`config.mk`:
```
export PLATFORM = sky130hd
export DESIGN_NAME = fuzz_agg_op
export DESIGN_NICKNAME = d
export VERILOG_FILES = /design/src/rtl/fuzz_agg_op.sv
export SDC_FILE = /design/constraint.sdc
export NUM_CORES = 1
export LEC_CHECK = 0
export CAP_MARGIN = 20
export CORE_UTILIZATION = 66
export DETAILED_ROUTE_END_ITERATION = 10
export GPL_ROUTABILITY_DRIVEN = 1
export GPL_TIMING_DRIVEN = 0
export PLACE_DENSITY_LB_ADDON = 0.25
export RECOVER_POWER = 100
export REMOVE_ABC_BUFFERS = 1
export SYNTH_ARGS = -nofsm -noshare
export SYNTH_HDL_FRONTEND = slang
export SYNTH_SLANG_ARGS = --single-unit
```
`constraint.sdc`:
```
create_clock -name clk -period 13.59 [get_ports clk]
set_input_delay 2.0385 -clock clk [delete_from_list [all_inputs] [get_ports clk]]
set_output_delay 2.0385 -clock clk [all_outputs]
set_load 0.01 [all_outputs]
```
`src/rtl/fuzz_agg_op.sv`:
```
module fuzz_agg_op #(
  parameter int W = 8
) (
  input  logic         clk,
  input  logic         rst_n,
  input  logic         in_valid,
  input  logic [2:0]   op_sel,
  input  logic [W-1:0] deg_a,
  input  logic [W-1:0] deg_b,
  output logic         out_valid,
  output logic [W-1:0] result,
  output logic         op_err
);
  localparam logic [W-1:0] ONE  = {W{1'b1}};
  localparam logic [2*W:0] HALF = (2*W+1)'(1) << (W-1);

  logic [W:0]     sum;
  logic [W:0]     over;
  logic [2*W-1:0] prod;
  logic [2*W:0]   biased;
  logic [2*W:0]   rnd;
  logic [W-1:0]   v_min, v_max, v_bsum, v_bdiff, v_bprod, v_alg, nxt;
  logic           bad;

  assign sum     = {1'b0, deg_a} + {1'b0, deg_b};
  assign over    = sum - {1'b0, ONE};
  assign prod    = deg_a * deg_b;
  assign biased  = {1'b0, prod} + HALF;
  assign rnd     = biased + (biased >> W);

  assign v_min   = (deg_a < deg_b) ? deg_a : deg_b;
  assign v_max   = (deg_a < deg_b) ? deg_b : deg_a;
  assign v_bsum  = sum[W] ? ONE : sum[W-1:0];
  assign v_bdiff = (deg_a > deg_b) ? deg_a - deg_b : '0;
  assign v_bprod = (sum > {1'b0, ONE}) ? over[W-1:0] : '0;
  assign v_alg   = rnd[2*W-1:W];
  assign bad     = op_sel[2] & op_sel[1];

  always_comb begin
    case (op_sel)
      3'b000:  nxt = v_min;
      3'b001:  nxt = v_max;
      3'b010:  nxt = v_bsum;
      3'b011:  nxt = v_bdiff;
      3'b100:  nxt = v_bprod;
      3'b101:  nxt = v_alg;
      default: nxt = '0;
    endcase
  end

  always_ff @(posedge clk) begin
    if (!rst_n) begin
      out_valid <= 1'b0;
      op_err    <= 1'b0;
      result    <= '0;
    end else begin
      out_valid <= in_valid;
      op_err    <= in_valid & bad;
      if (in_valid) result <= nxt;
    end
  end

  AST_VALID_FOLLOWS: assert property (@(posedge clk) disable iff (!rst_n)
    in_valid |=> out_valid);
  AST_NO_SPURIOUS_VALID: assert property (@(posedge clk) disable iff (!rst_n)
    !in_valid |=> !out_valid);
  AST_MIN_BOUND: assert property (@(posedge clk) disable iff (!rst_n)
    (in_valid && op_sel == 3'b000) |=> (result <= $past(deg_a) && result <= $past(deg_b)));
  AST_MAX_BOUND: assert property (@(posedge clk) disable iff (!rst_n)
    (in_valid && op_sel == 3'b001) |=> (result >= $past(deg_a) && result >= $past(deg_b)));
  AST_BSUM_FLOOR: assert property (@(posedge clk) disable iff (!rst_n)
    (in_valid && op_sel == 3'b010) |=> (result >= $past(deg_a) && result >= $past(deg_b)));
  AST_BDIFF_CEIL: assert property (@(posedge clk) disable iff (!rst_n)
    (in_valid && op_sel == 3'b011) |=> (result <= $past(deg_a)));
  AST_ERR_ZERO: assert property (@(posedge clk) disable iff (!rst_n)
    op_err |-> (out_valid && result == '0));
  AST_HOLD_IDLE: assert property (@(posedge clk) disable iff (!rst_n)
    !in_valid |=> $stable(result));
endmodule

```
==> reports/metrics.yaml <==
status: "completed"
setup_viol: 0
power_w: 0.0006553
min_from: "result[0]"
synth_edf_count: 0
fin_area_um2: 4481
h-tree-depth: 1
holdBufCountCts: 0
drive_gt1_frac: 0.02453
rr_endpoint: "result[4]"
hold_path_end: "result[0]"
worstPathCellList: "dlygate4sd3_1 -> and2_0 -> fa_1 -> fa_1 -> fa_1 -> inv_1 -> fa_1 -> inv_1 -> ha_1 -> and2_0 -> a221oi_1 -> a21oi_1 -> or3_1 -> and2_0 -> ha_1 -> and4_1 -> a221oi_1 -> o21ai_0 -> a311oi_1 -> nor3_1 -> o21ai_0 -> a21oi_1"
period_needed_ns: 9.461
worstHoldPathType: "reg2reg"
path_clk_slew_ns: 0.05
start_util: 0.6878
cts_tree: "yes"
dieArea_um2: 6525
fmax_mhz: 105.7
final_core_util: 0.7523
rsz0062_at_grt: "no"
numPortBuffers: 31
wl_per_cell_um: 17.26
grt_usage: 0.3412
ant_nets: 0
grt_remaining_overflow: 0
place_congestion: 0.8940
multi_input_area_um2: 3536
criticalPathCategory: "in2reg"
via_per_inst: 6.208
slew_viol_final: 0
synth-seq-area-share: 0.04887
worstSetupEndpointType: "flip-flop"
max_slew_margin: 0.4237
area_delta_synth_final_pct: 9.377
nets: 660
syn_inst: 506
worst_pin_slew_ns: 0.8586
seqCellArea_um2: 200.2
syn-cell-area_um2: 4096
hpwl_um: 8650
reg2reg_depth: 4
hold_violations: 0
finClkSkew_ns: 0
routed_wl_um: 10440
drt_pre_antenna_iters: 6
postSynthAreaPerCell_um2: 8.096
vias: 3756
drtIter0Drc: 330
cts_made_buffers: 3
fill_cells: 439
slowest_delay_ns: 0.89
cpMostUsedCell: "fa_1"
grt_pass1_wl_um: 17080
cts_sinks: 10
period_share: 0.6962
antenna_found_initial: 0
ios: 32
synth_cell_types: 58
synthArstFlopShare: 0
cts_resized: 0
slowest_stage: "dlygate4sd3_1"
drv_cap: 0
hold_slack_ns: 0.5471
p_leak_nw: 2.184
whs_path_depth: 2
drc: 0
crit_path_start_kind: "primary input"
critPathMaxFanout: 12
ir_worst_vdd_v: 0.0001675
grt_pass1_vias: 3520
die_y_um: 80.78
powerDensity_nw_per_um2: 146.2
rows: 28
grt_max_degree: 13
dpl_cell_area_um2: 4449
clock_path_buffers: 2
finalSetupTns_ns: 0
cts_setup_buffers: 0
arrival_ns: 9.57
clk_latency_ns: 0.24
core_area_um2: 5956
timing.rr.start: "result[4]"
synthFlopType: "dfxtp_1"
cp_data_required_time_ns: 13.70
die_x_um: 80.78
synth_warnings: 0
ys_ff_latch: 10
cts_root_buffer: "clkbuf_8"
rrSetupSlack_ns: 12.33
antenna_cells: 0
## sequential cells by signal, summed over array words and instances (netlist names)
name       flops
out_valid      1
result         8
op_err         1
## report_power, final
| group | internal [W] | switching (W) |
|---|---|---|
| logic | 0.000245 | 0.000338 |
| clock network | 0.0000255 | 0.0000122 |
| registers | 0.0000323 | 0.00000239 |
## critical path: cells and delay by family
kind	cells	cell delay, ns
buffers and inverters	3	1.01
and+or+nand+nor	6	1.31
AOI/OAI and AO/OA	7	2.37
adders and majority gates	6	2.82
## cell usage after synthesis (all sizes together), types with 2 or more instances
cell type / n / area, um2
a211oi: 3 / 35.03
a21boi: 3 / 22.52
a21o: 8 / 60.06
a21oi: 25 / 128.9
a221oi: 5 / 50.04
a222oi: 2 / 20.02
a31oi: 6 / 37.54
and2: 32 / 200.2
and2b: 2 / 15.01
and3: 3 / 18.77
and3b: 3 / 26.28
and4: 4 / 35.03
buf: 4 / 25.02
clkbuf: 7 / 26.28
dfxtp: 10 / 200.2
fa: 39 / 780.8
ha: 68 / 850.8
inv: 75 / 281.5
mux2i: 6 / 60.06
nand2: 33 / 123.9
nand2b: 8 / 50.05
nand3: 8 / 40.04
nand4: 4 / 25.02
nor2: 26 / 97.59
nor2b: 12 / 75.07
nor3: 8 / 40.04
o2111a: 2 / 22.52
o211ai: 5 / 37.54
o21a: 9 / 67.56
o21ai: 29 / 145.1
o221a: 2 / 22.52
o22ai: 4 / 25.02
o31ai: 2 / 15.01
or2: 3 / 18.77
or3: 2 / 12.51
xnor2: 23 / 201.4
xor2: 7 / 68.82
## metrics by stage
stage	worst slack (ns)	instances
after CTS	4.814	605
after global routing	3.681	605
after floorplan	6.083	495
after global placement	4.746	601
final	4.129	605
after detailed placement	4.601	601
## worst max path at each step
stage	from	endpoint	slack (ns)	depth (start not counted)
after floorplan	deg_a[4]	result[2]	6.08	21
after global placement	deg_a[1]	result[6]	4.75	22
after detailed placement	deg_a[1]	result[6]	4.60	22
after CTS	deg_a[1]	result[6]	4.81	22
after global routing	deg_a[1]	result[6]	3.68	22
final	deg_a[1]	result[6]	4.13	22
## metal layers
layer  track usage  wire length (um)
met1        0.4730              4465
met2        0.5686              4934
met3       0.05281               886
met4       0.05714               154
met5             0                 0
## cell type report
| class | instances | share of cell area |
|---|---|---|
| Tap cell | 75 | 0.02094 |
| Clock buffer | 4 | 0.01229 |
| Multi-Input combinational cell | 409 | 0.7892 |
| Timing Repair Buffer | 31 | 0.06925 |
| Inverter | 76 | 0.06367 |
| Sequential cell | 10 | 0.04468 |
## kinds of logic after synthesis
group | share of synthesized area
DFF | 0.04887
and+or+nand+nor | 0.1979
adders and majority gates | 0.3983
xor gates and xnor gates | 0.06597
muxes | 0.01466
buffers and inverters | 0.08216
AOI/OAI and AO/OA | 0.1921
## layout by cell type, fill, tap and decap left out, drive strengths merged, types with 4 or more instances in the layout
cell type      synthesis  routed
ha                    68      68
clkbuf                 7       4
mux2i                  6       6
inv                   75      75
xnor2                 23      23
nor2b                 12      12
nand4                  4       4
o22ai                  4       4
o21a                   9       9
dlygate4sd3            0      12
and4                   4       4
a221oi                 5       5
o211ai                 5       5
a31oi                  6       6
and2                  32      32
xor2                   7       7
nor3                   8       8
o21ai                 29      29
dfxtp                 10      10
nor2                  26      26
nand3                  8       8
a21o                   8       8
nand2b                 8       8
a21oi                 25      25
fa                    39      39
clkdlybuf4s50          0      19
nand2                 33      33
Note: power is estimated with default switching activity, not from simulation.
